===== config.mk =====
export PLATFORM = sky130hd
export DESIGN_NAME = xlat_cache
export DESIGN_NICKNAME = d
export VERILOG_FILES = /design/src/rtl/xc_pkg.sv /design/src/rtl/xc_entry.sv /design/src/rtl/xc_lock_ctrl.sv /design/src/rtl/xc_prio.sv /design/src/rtl/xlat_cache.sv
export SDC_FILE = /design/constraint.sdc
export NUM_CORES = 1
export LEC_CHECK = 0
export ABC_CLOCK_PERIOD_IN_PS = 7300
export BUFFER_PORTS_ARGS = -buffer_cell sky130_fd_sc_hd__buf_2
export CORE_MARGIN = 5
export CORE_UTILIZATION = 55
export DETAILED_ROUTE_END_ITERATION = 6
export PLACE_DENSITY = 0.79
export SYNTH_ARGS = -nofsm -noshare
export SYNTH_HDL_FRONTEND = slang
export SYNTH_HIERARCHICAL = 1
export SYNTH_SLANG_ARGS = --single-unit

===== constraint.sdc =====
create_clock -name clk -period 7.3 [get_ports clk]
set_input_delay 0.73 -clock clk [delete_from_list [all_inputs] [get_ports clk]]
set_output_delay 0.73 -clock clk [all_outputs]
set_load 0.01 [all_outputs]

===== src/rtl/xc_pkg.sv =====
package xc_pkg;
  localparam int PG_W = 20;

  typedef enum logic [2:0] {
    OP_NOP       = 3'd0,
    OP_SETLOCK   = 3'd1,
    OP_LOAD      = 3'd2,
    OP_FLUSH_VA  = 3'd3,
    OP_FLUSH_ALL = 3'd4
  } xc_op_e;

  // page-number bits that take part in a compare, per size code
  function automatic logic [PG_W-1:0] page_mask(input logic [1:0] sz);
    case (sz)
      2'd0:    page_mask = 20'hFF000;  // 16 MB
      2'd1:    page_mask = 20'hFFF00;  // 1 MB
      2'd2:    page_mask = 20'hFFFF0;  // 64 KB
      default: page_mask = 20'hFFFFF;  // 4 KB
    endcase
  endfunction
endpackage


===== src/rtl/xc_entry.sv =====
module xc_entry
  import xc_pkg::*;
#(
  parameter int ATTR_W = 4
) (
  input  logic              clk,
  input  logic              rst,
  input  logic              wr_en,
  input  logic [PG_W-1:0]   wr_vpage,
  input  logic [PG_W-1:0]   wr_ppage,
  input  logic [1:0]        wr_size,
  input  logic              wr_keep,
  input  logic [ATTR_W-1:0] wr_attr,
  input  logic              inv_all,
  input  logic              fl_en,
  input  logic [PG_W-1:0]   fl_page,
  input  logic [PG_W-1:0]   lk_page,
  output logic              valid_q,
  output logic              keep_q,
  output logic [1:0]        size_q,
  output logic [PG_W-1:0]   vpage_q,
  output logic [PG_W-1:0]   ppage_q,
  output logic [ATTR_W-1:0] attr_q,
  output logic              lk_match
);
  logic [PG_W-1:0] cur_mask, wr_mask;
  logic            fl_match;

  assign wr_mask  = page_mask(wr_size);
  assign cur_mask = page_mask(size_q);
  assign lk_match = valid_q && (((lk_page ^ vpage_q) & cur_mask) == '0);
  assign fl_match = valid_q && (((fl_page ^ vpage_q) & cur_mask) == '0);

  always_ff @(posedge clk) begin
    if (rst) begin
      valid_q <= 1'b0;
      keep_q  <= 1'b0;
      size_q  <= '0;
      vpage_q <= '0;
      ppage_q <= '0;
      attr_q  <= '0;
    end else if (inv_all) begin
      valid_q <= 1'b0;
    end else if (wr_en) begin
      valid_q <= 1'b1;
      keep_q  <= wr_keep;
      size_q  <= wr_size;
      vpage_q <= wr_vpage & wr_mask;
      ppage_q <= wr_ppage & wr_mask;
      attr_q  <= wr_attr;
    end else if (fl_en && fl_match) begin
      valid_q <= 1'b0;
    end
  end
endmodule


===== src/rtl/xc_lock_ctrl.sv =====
module xc_lock_ctrl #(
  parameter int N     = 8,
  parameter int CNT_W = 4,
  parameter int IDX_W = 3
) (
  input  logic             clk,
  input  logic             rst,
  input  logic             do_set,
  input  logic             do_load,
  input  logic             do_flush_all,
  input  logic             ld_keep,
  input  logic [CNT_W-1:0] set_base,
  input  logic [CNT_W-1:0] set_victim,
  output logic [CNT_W-1:0] base_q,
  output logic [CNT_W-1:0] victim_q,
  output logic             wr_en,
  output logic [IDX_W-1:0] wr_idx,
  output logic             busy_q
);
  localparam logic [CNT_W-1:0] N_C = CNT_W'(N);

  logic             load_ok;
  logic [CNT_W-1:0] base_inc, vic_inc;

  assign load_ok  = do_load && (ld_keep ? (base_q != N_C) : (victim_q < N_C));
  assign wr_en    = load_ok;
  assign wr_idx   = ld_keep ? base_q[IDX_W-1:0] : victim_q[IDX_W-1:0];
  assign base_inc = base_q + 1'b1;
  assign vic_inc  = victim_q + 1'b1;

  always_ff @(posedge clk) begin
    if (rst) begin
      base_q   <= '0;
      victim_q <= '0;
      busy_q   <= 1'b0;
    end else begin
      busy_q <= do_load && !load_ok;
      if (do_flush_all) begin
        base_q   <= '0;
        victim_q <= '0;
      end else if (do_set) begin
        base_q   <= (set_base > N_C) ? N_C : set_base;
        victim_q <= (set_victim > N_C) ? N_C : set_victim;
      end else if (load_ok) begin
        if (ld_keep) begin
          base_q   <= base_inc;
          victim_q <= base_inc;   // wrap target equals the new base
        end else begin
          victim_q <= (vic_inc == N_C) ? base_q : vic_inc;
        end
      end
    end
  end
endmodule


===== src/rtl/xc_prio.sv =====
module xc_prio #(
  parameter int N     = 8,
  parameter int IDX_W = 3
) (
  input  logic [N-1:0]     req,
  output logic             any,
  output logic [IDX_W-1:0] idx
);
  always_comb begin
    any = |req;
    idx = '0;
    for (int i = N - 1; i >= 0; i--) begin
      if (req[i]) idx = IDX_W'(i);
    end
  end
endmodule


===== src/rtl/xlat_cache.sv =====
module xlat_cache
  import xc_pkg::*;
#(
  parameter int  N_ENTRIES = 8,
  parameter int  ATTR_W    = 4,
  localparam int CNT_W     = $clog2(N_ENTRIES + 1),
  localparam int IDX_W     = $clog2(N_ENTRIES)
) (
  input  logic              clk,
  input  logic              rst,
  input  logic [2:0]        op_code,
  input  logic [19:0]       op_vpage,
  input  logic [1:0]        op_size,
  input  logic              op_keep,
  input  logic [19:0]       op_ppage,
  input  logic [ATTR_W-1:0] op_attr,
  input  logic [CNT_W-1:0]  op_base,
  input  logic [CNT_W-1:0]  op_victim,
  input  logic [31:0]       lk_addr,
  output logic              lk_hit,
  output logic [31:0]       lk_paddr,
  output logic [ATTR_W-1:0] lk_attr,
  output logic [CNT_W-1:0]  lock_base,
  output logic [CNT_W-1:0]  lock_victim,
  output logic              op_busy,
  output logic              rd_valid,
  output logic              rd_keep,
  output logic [1:0]        rd_size,
  output logic [31:0]       rd_vaddr,
  output logic [31:0]       rd_paddr,
  output logic [ATTR_W-1:0] rd_attr
);
  xc_op_e           op;
  logic             do_set, do_load, do_fva, do_fall;
  logic             wr_en;
  logic [IDX_W-1:0] wr_idx, hit_idx, rd_idx;
  logic             rd_in;

  logic [N_ENTRIES-1:0] ent_valid, ent_keep, ent_match;
  logic [1:0]           ent_size [N_ENTRIES];
  logic [PG_W-1:0]      ent_vp   [N_ENTRIES];
  logic [PG_W-1:0]      ent_pp   [N_ENTRIES];
  logic [ATTR_W-1:0]    ent_attr [N_ENTRIES];
  logic [PG_W-1:0]      hit_mask;

  assign op      = xc_op_e'(op_code);
  assign do_set  = (op == OP_SETLOCK);
  assign do_load = (op == OP_LOAD);
  assign do_fva  = (op == OP_FLUSH_VA);
  assign do_fall = (op == OP_FLUSH_ALL);

  xc_lock_ctrl #(.N(N_ENTRIES), .CNT_W(CNT_W), .IDX_W(IDX_W)) u_lock (
    .clk(clk), .rst(rst), .do_set(do_set), .do_load(do_load),
    .do_flush_all(do_fall), .ld_keep(op_keep),
    .set_base(op_base), .set_victim(op_victim),
    .base_q(lock_base), .victim_q(lock_victim),
    .wr_en(wr_en), .wr_idx(wr_idx), .busy_q(op_busy)
  );

  for (genvar g = 0; g < N_ENTRIES; g++) begin : g_ent
    xc_entry #(.ATTR_W(ATTR_W)) u_ent (
      .clk(clk), .rst(rst),
      .wr_en(wr_en && (wr_idx == IDX_W'(g))),
      .wr_vpage(op_vpage), .wr_ppage(op_ppage), .wr_size(op_size),
      .wr_keep(op_keep), .wr_attr(op_attr),
      .inv_all(do_fall), .fl_en(do_fva), .fl_page(op_vpage),
      .lk_page(lk_addr[31:12]),
      .valid_q(ent_valid[g]), .keep_q(ent_keep[g]), .size_q(ent_size[g]),
      .vpage_q(ent_vp[g]), .ppage_q(ent_pp[g]), .attr_q(ent_attr[g]),
      .lk_match(ent_match[g])
    );
  end

  xc_prio #(.N(N_ENTRIES), .IDX_W(IDX_W)) u_prio (
    .req(ent_match), .any(lk_hit), .idx(hit_idx)
  );

  assign hit_mask = page_mask(ent_size[hit_idx]);
  assign lk_paddr = lk_hit ? {(ent_pp[hit_idx] & hit_mask) | (lk_addr[31:12] & ~hit_mask),
                              lk_addr[11:0]} : '0;
  assign lk_attr  = lk_hit ? ent_attr[hit_idx] : '0;

  assign rd_in    = (lock_victim < CNT_W'(N_ENTRIES));
  assign rd_idx   = lock_victim[IDX_W-1:0];
  assign rd_valid = rd_in && ent_valid[rd_idx];
  assign rd_keep  = rd_in && ent_keep[rd_idx];
  assign rd_size  = rd_in ? ent_size[rd_idx] : '0;
  assign rd_vaddr = rd_in ? {ent_vp[rd_idx], 12'h000} : '0;
  assign rd_paddr = rd_in ? {ent_pp[rd_idx], 12'h000} : '0;
  assign rd_attr  = rd_in ? ent_attr[rd_idx] : '0;
endmodule


==> results of run 1 <==
[through the flow]
| stage | utilization, % | instance area (µm²) | worst slack [ps] | instances |
|---|---|---|---|---|
| 3_3_place_gp | 58.34 | 23980 | 1868 | 3133 |
| 5_1_grt | 61.81 | 25410 | 1581 | 3211 |
| 2_1_floorplan | - | 23060 | 3180 | 2589 |
| 3_5_place_dp | 58.34 | 23980 | 1859 | 3133 |
| 4_1_cts | 61.80 | 25410 | 1852 | 3210 |
| 6_report | 61.82 | 25410 | 1785 | 3213 |
[power groups by stage]
stage	registers [µW]	clock network [µW]	logic (µW)
after floorplan	2220	0	266
after global placement	2230	0	412
after detailed placement	2230	0	421
after CTS	2190	2230	423
after global routing	2190	2320	458
final	2190	2210	433
[sequential cells by signal, indices dropped and copies added, names as in the netlist]
signal / flops
g_ent.u_ent/attr_q: 32
g_ent.u_ent/keep_q: 8
g_ent.u_ent/ppage_q: 160
g_ent.u_ent/size_q: 16
g_ent.u_ent/valid_q: 8
g_ent.u_ent/vpage_q: 160
u_lock/base_q: 4
u_lock/busy_q: 1
u_lock/victim_q: 4
[metal layers]
| layer | routed length (µm) | track usage (%) | vias up |
|---|---|---|---|
| li1 | - | - | 9202 |
| met1 | 30910 | 44.58 | 10240 |
| met2 | 37030 | 53.46 | 1377 |
| met3 | 8820 | 6.381 | 260 |
| met4 | 3732 | 15.37 | 2 |
| met5 | 18 | 0 | - |
[layout make-up]
type	count	area share [%]
timing repair buffer	213	4.559
tap	532	2.619
antenna	3	0.02954
clock buffer	64	4.943
multi-input combinational	1979	55.95
inverter	16	0.2363
sequential	393	31.01
clock inverter	13	0.6597
[cell families (layout without fill, tap and decap cells)]
| kind of cell | Yosys count | after routing | share of synthesized area (%) |
|---|---|---|---|
| flops | 393 | 393 | 34.24 |
| compound gates | 481 | 481 | 12.79 |
| mux | 233 | 233 | 18.29 |
| simple gates | 914 | 914 | 17.67 |
| fa+ha+maj | 3 | 3 | 0.1634 |
| xor+xnor | 324 | 324 | 12.35 |
| other cells | 1 | 27 | 0.01632 |
| buf+inv | 217 | 306 | 4.476 |
[worst max-delay path, stage by stage]
cell and delay [ps]:
buf_2 190, xor2_1 170, nor4_1 560, o21ai_1 140, a211oi_2 320, a21oi_1 140
o41ai_2 200, buf_4 790, mux4_2 610, mux2_4 370, nand2_2 150, mux2i_1 200
buf_2 150
[final timing paths]
kind / start / endpoint / depth (start not counted)
worst max register to register: u_lock/base_q[0] / g_ent[4].u_ent/ppage_q[11] / 12
worst max-delay path: lk_addr[15] / lk_paddr[14] / 13
worst min register to register: g_ent[2].u_ent/keep_q / g_ent[2].u_ent/keep_q / 2
worst min-delay path: g_ent[2].u_ent/keep_q / g_ent[2].u_ent/keep_q / 2
[placed cells by master (no fill, tap or decap), drive strengths merged, types with 49 or more instances in the layout]
cell type and count:
xor2 251, mux4 148, nor4 49, clkbuf 64, a22oi 128, xnor2 73, dfxtp 393, buf 213
mux2i 73, a21oi 282, nand2 456, nand3 77, nor2 215
==> flow_results.org, run 1 <==
** STA
- Fmax :: 181.3 MHz
- Setup repair after global routing missed its margin :: false
- Setup violations remaining at the end of the flow were counted as 0.
- Hold_ws :: approximately 460 ps
- Final slew viol count :: 0
- Total negative slack :: 0 ps
- Final worst-path cycle share :: 75.54%
- The worst pin sits at a relative slew slack of 21.69%.
- Actual transition at the worst max-transition pin :: approximately 1200 ps
- Min Clock Period, post-route :: about 5500 ps
- Worst setup skew after layout :: roughly 26 ps
- Number of failing hold endpoints at the final stage :: 0

** Route
- Detailed Routing Iterations Pass 1 :: 6
- Count of routing violations after the opening detailed-route iteration :: 2,960
- Count of nets left with antenna violations after detail routing :: 0
- Via count :: 21,080
- Post-route DRC :: 0
- Dividing the detail-routed wire length by the instance count gives 25.06 µm.
- Routed wire length :: 80,510 µm
- Number of vias per cell :: 6.561

** Power and ir drop
- VDD sags by at most roughly 0.17 mV.
- In this run the power density over the cells is 190.1 nW/µm².
- Internal power contribution :: between 3000 and 4000 µW
- Clock network fraction of total power :: 45.8%
- Total power after layout :: ~4800 µW
- Switching power :: 1228 µW
- Net switching is 25.42% of the power.
- Static leakage :: 0.009351 µW
- Of the total power, combinational logic draws 9.0%.
- Power share of the sequential group :: 45.3%

** Yosys
- After technology mapping, the gate count stands at 2,566.
- Most repeated cell in the gate-level netlist after synthesis :: nand2_1
- In this run the biggest area consumer among cell types represents between 30% and 40% of the synthesized area.
- Post-synth design cell area :: 22,980 µm²
- Share of the yosys chip area belonging to registers :: 34.24%
- Post-synthesis cell type with the largest combined area :: dfxtp_1
- For this run, asynchronously set or reset flops after synthesis account for 0%.
- Synth Register Bits :: 393
- By count the netlist is led by nand2_1 (455), dfxtp_1 (393), a21oi_1 (282).
- In the synthesized netlist the dominant register cell turns out to be dfxtp_1.
- After synthesis, the netlist uses 57 different library cells.
- By area the synthesized netlist is led by dfxtp_1 (34%), mux4_2 (15%), xor2_1 (9.6%).
- Averaged over all synthesized cells, the footprint is about 9.0 µm².
- Number of flops mapped to enable cells by yosys :: 0
- Yosys warns :: 6

** CTS
- TritonCTS built the clock tree.
- Source-to-sink clock delay at the later pin of the worst-skew pair :: 570 ps
- Number of H-tree levels :: 2
- The tree built by TritonCTS fans out to 393 sinks.
- The number of clock buffers added by TritonCTS is between 40 and 50.
- Maximum clock path buffer count :: 3
- The number of setup buffers added after CTS is 0.
- Hold buffers post-CTS :: 0
- Root Buffer Master :: clkbuf_16
- Worst-path clk slew :: 60 ps
- Post-CTS Resized :: 0

** Worst setup path
- The worst setup path is launched from an input port.
- For flop-to-flop paths, the worst setup slack is 3210 ps.
- Crit Path Max Fanout :: 44
- The worst setup path is of the input port to output port kind.
- STA classifies the critical path endpoint as an output port.
- Required time of the critical path :: 6570 ps
- Worst EP arrival :: about 4800 ps

** Run
- Across the run, the number of max-cap violations was 0.

** Floorplan
- Measured along the y axis, the die boundary spans 214.4 µm.
- The die covers 45,960 µm².
- 210 I/O pins were placed.
- Core footprint :: 41,110 µm²
- Initial Util :: 55.89%
- The initialized floorplan defines 74 standard-cell rows.
- The die is roughly 210 µm wide.

** Global routing
- Total overflow reported by the global router :: 0
- First-pass GRT wire length :: 123,000 µm
- The via count of the first global-routing pass is 20,740.
- The initial antenna violation count came to 4.
- Overall fraction of global-route tracks in use :: 33.54%
- Entering global routing, the biggest net connects ~230 pins.

** Cells and area
- The post-route netlist has 18.15% of its cells at a drive strength greater than 1.
- Sequential cell area in the final layout :: 7880 µm²
- Relative to the synthesized area, the layout overhead comes to 10.60%.
- Filler cells :: 3,427
- Area of the multi-input gates :: 14,220 µm²
- At the end of the flow, the number of nets in the layout was 2,741.

** Placed design
- Once detailed placement completed, the half-perimeter wirelength came to 51,870 µm.
- Final weighted congestion of routability-driven global placement :: 0.9684
- IO Port Bufs :: 185

** Hold path
- The min-delay analysis places its worst path in the category flop to flop.

** Run status
- The run finished with clean final reports.
Note: power is estimated with default switching activity, not from simulation.
==> run 2, diff against run 1 <==
--- a/config.mk
+++ b/config.mk
@@ -5,12 +5,12 @@
 export SDC_FILE = /design/constraint.sdc
 export NUM_CORES = 1
 export LEC_CHECK = 0
-export ABC_CLOCK_PERIOD_IN_PS = 7300
+export ABC_CLOCK_PERIOD_IN_PS = 4600
 export BUFFER_PORTS_ARGS = -buffer_cell sky130_fd_sc_hd__buf_2
 export CORE_MARGIN = 5
 export CORE_UTILIZATION = 55
 export DETAILED_ROUTE_END_ITERATION = 6
-export PLACE_DENSITY = 0.79
+export PLACE_DENSITY = 0.82
 export SYNTH_ARGS = -nofsm -noshare
 export SYNTH_HDL_FRONTEND = slang
 export SYNTH_HIERARCHICAL = 1
==> constraint.sdc (replaced) <==
create_clock -name clk -period 4.6 [get_ports clk]
set_input_delay 0.46 -clock clk [delete_from_list [all_inputs] [get_ports clk]]
set_output_delay 0.46 -clock clk [all_outputs]
set_load 0.01 [all_outputs]
==> run 2 against run 1 <==
Net effect:
- the run now ends with setup timing left
- clock power rose by 73%
- power grew 66%
- critical path depth increased by 1
- core utilization grew 2.1 points
- register-to-register slack got worse by 2300 ps
- sequential share of layout area fell by 1.0 points
- sequential power increased by 58%
- worst setup slack worse by 1800 ps
- wire length rose by 1.9%
- combinational power increased by 72%
- highest routed layer unchanged
==> flow_results.org, run 2 (synthesis results as in run 1) <==
** Run status
- Outcome :: finished, violations left
- Violated checks :: setup timing

** Route
- After detailed routing, the total wire length is 82,060 µm.
- The detailed router placed 21,670 vias in this run.
- After detailed routing, the average wire length per cell comes to 24.99 µm.
- Post-route DRC :: 0
- Once detail routing completed, the nets flagged for antenna violations numbered 0.
- The first detailed-routing pass ran for 6 iterations.
- Count of routing violations after the opening detailed-route iteration :: 3,270
- After detailed routing, the number of vias per cell comes to 6.599.

** Cells and area
- The layout has about 3,300 filler cells.
- Most frequent cells in the layout :: nand2_1 (455), dfxtp_1 (387), a21oi_1 (282), xor2_1 (251), nor2_1 (206)
- Layout Area Growth over Synthesis :: 14.40%
- Top Registers :: g_ent.u_ent/ppage_q: 160 flops, g_ent.u_ent/vpage_q: 160 flops, g_ent.u_ent/attr_q: 32 flops
- After the last flow step, the layout net total stands at 2,810.
- Leaving out fill and tap cells, the most frequent cell in the layout is nand2_1.
- Fraction of layout instances using a drive strength above 1 :: 20.99%

** Floorplan
- Chip Width :: 214.4 µm
- Once the floorplan was initialized, standard cells occupied 55.89% of the core.
- Area of the die :: 45,960 µm²
- The die is 214.4 µm tall.
- Row generation in the floorplan step produced 74 rows.
- The core region is 41,110 µm².
- Count of pins on the block boundary :: 210

** CTS
- Clock tree synthesis inserted a total of 44 buffers.
- The H-tree generated during clock tree synthesis spans 2 levels.
- Source-to-sink clock delay at the later pin of the worst-skew pair :: 590 ps
- The clock net in this run drives a total of 393 sinks.
- Maximum clock path buffer count :: 3
- CTS placed an instance of clkbuf_16 at the clock tree root.
- TritonCTS built the clock tree.
- Worst-path clk slew :: 60 ps

** STA
- The count of pins over their slew limit was 0.
- Worst-case headroom to the max-slew limit :: between 20 and 30%
- PnR worst setup slack :: -16.50 ps
- The routed design could run at a clock period as short as between 4000 and 5000 ps.
- Final worst-path cycle share :: 100.4%
- At the pin with the least slew margin, the transition time is approximately 1100 ps.
- Number of failing hold endpoints at the final stage :: 0
- Setup repair after global routing missed its margin :: true
- In the final timing run, aggregate negative setup slack is -16.50 ps.
- Timing would allow up to 216.6 MHz.
- Clock skew on the completed layout was measured at 18.14 ps.
- Setup violations remaining at the end of the flow were counted as 1.
- Hold_ws :: 154.9 ps

** Power and ir drop
- In this run the power density over the cells is 305.3 nW/µm².
- Maximum ir drop on the vdd rail :: between 0.3 and 0.4 mV
- In this run the static leakage power is 0.009803 µW.
- The design draws roughly 8000 µW.

** Worst setup path
- CP Launch Point :: g_ent[3].u_ent/vpage_q[8]
- Flop2flop setup slack :: 910 ps
- Data on the critical path arrives at its endpoint at 4160 ps.
- Following the worst setup path forward leads to its endpoint at lk_paddr[16].
- STA puts the critical path data required time at between 4000 and 5000 ps.
- Crit Path Max Fanout :: 28
- Startpoint of the worst-slack reg-to-reg timing path :: u_lock/base_q[0]
- The number of cells on the worst reg-to-reg path is 12.
- The worst register-to-register path ends at g_ent[0].u_ent/size_q[1].
- The worst setup path is of the flop to output port kind.
- Nature of the critical path endpoint :: output port
- CP Launch Type :: flop

** Global routing
- Via count of the first global-routing pass :: approximately 21,000
- Overall fraction of global-route tracks in use :: 33.90%
- The initial antenna violation count was 4.
- Entering global routing, the biggest net connects between 100 and 150 pins.
- The first global-routing pass estimated 124,600 µm of wire.
- Summed over all layers, the global routing overflow is 0.

** Hold path
- The tightest min-delay check is of the input port to flop type.

** Placed design
- IO Port Bufs :: 185
- Worst Setup Slack post-DPL :: -98.75 ps
- After legalization and detailed placement, the total HPWL measured 52,710 µm.
- The congestion estimate from routability-driven global placement came to 1.009.

** Run
- Max capacitance violation total :: 0
-- run 2: cell count changes in the layout (fill, tap and decap cells not counted), moves of 2 or more --
cell       previous run  this run
buf_4                27        86
nor4_1               40        31
clkbuf_1             12         4
nor4_2                9        17
clkinv_2              4        11
buf_12                1         5
bufinv_16             3         6
clkbuf_16            44        47
buf_8                 1         3
dfxtp_1             389       387
dfxtp_2               1         3
inv_6                 2         0
-- run 2: worst max-delay path, stage by stage (launching register included) --
cell and delay (ps):
dfxtp_1 450, xor2_1 120, nor4_2 310, buf_4 190, o21ai_1 120, a211oi_2 260, nor2b_1 190, o21bai_1 130
o41ai_4 70, buf_6 190, buf_8 310, mux4_2 570, mux2i_1 310, a21oi_1 150, buf_2 160
-- run 2: stage by stage --
step | std cells | cell area (µm²) | util [%]
detailed placement | 3192 | 24470 | 59.54
floorplan | 2589 | 23060 | -
finish | 3283 | 26290 | 63.94
global route | 3282 | 26280 | 63.94
CTS | 3275 | 26170 | 63.66
global placement | 3192 | 24470 | 59.54
-- run 2: power by group --
part           leakage [µW]  total, µW  switching (µW)  internal (µW)
Clock              0.000783       3820            1510           2320
Sequential          0.00317       3460            31.9           3420
Combinational       0.00585        746             491            255
-- run 2: how the worst min path moves through the flow --
stage                                from                     to  slack [ps]  depth (start not counted)
global route                 op_victim[2]     u_lock/victim_q[2]         160                          3
floorplan           g_ent[2].u_ent/keep_q  g_ent[2].u_ent/keep_q         430                          2
global placement    g_ent[2].u_ent/keep_q  g_ent[2].u_ent/keep_q         440                          2
CTS                          op_victim[2]     u_lock/victim_q[2]         150                          3
detailed placement  g_ent[2].u_ent/keep_q  g_ent[2].u_ent/keep_q         450                          2
finish                       op_victim[0]     u_lock/victim_q[0]         150                          3
-- run 2: cell type report --
type	count	area, µm²	share of cell area, %
sequential	393	7883	29.99
clock buffer	59	1290	4.907
multi-input combinational	1980	14340	54.55
clock inverter	21	296.5	1.128
tap	532	665.6	2.532
timing repair buffer	280	1748	6.650
inverter	16	60.06	0.2285
antenna	2	5.005	0.01904
-- run 2: repair_timing --
item / CTS / global route
setup buffers: 3 / 5
gates resized for setup: 14 / 10
pin swaps: 5 / 10
hold buffers: 0 / 0
setup endpoints to repair: 24 / 18
cloned: 0 / 2
-- run 2: layer usage --
layer	part of all wire (%)	vias to the layer above	track usage (%)	wire, µm
li1	-	9335	-	-
met1	38	10410	45.31	30840
met2	45	1625	52.69	37240
met3	12	296	7.709	9800
met4	5.1	4	15.70	4147
met5	0.033	-	0	27
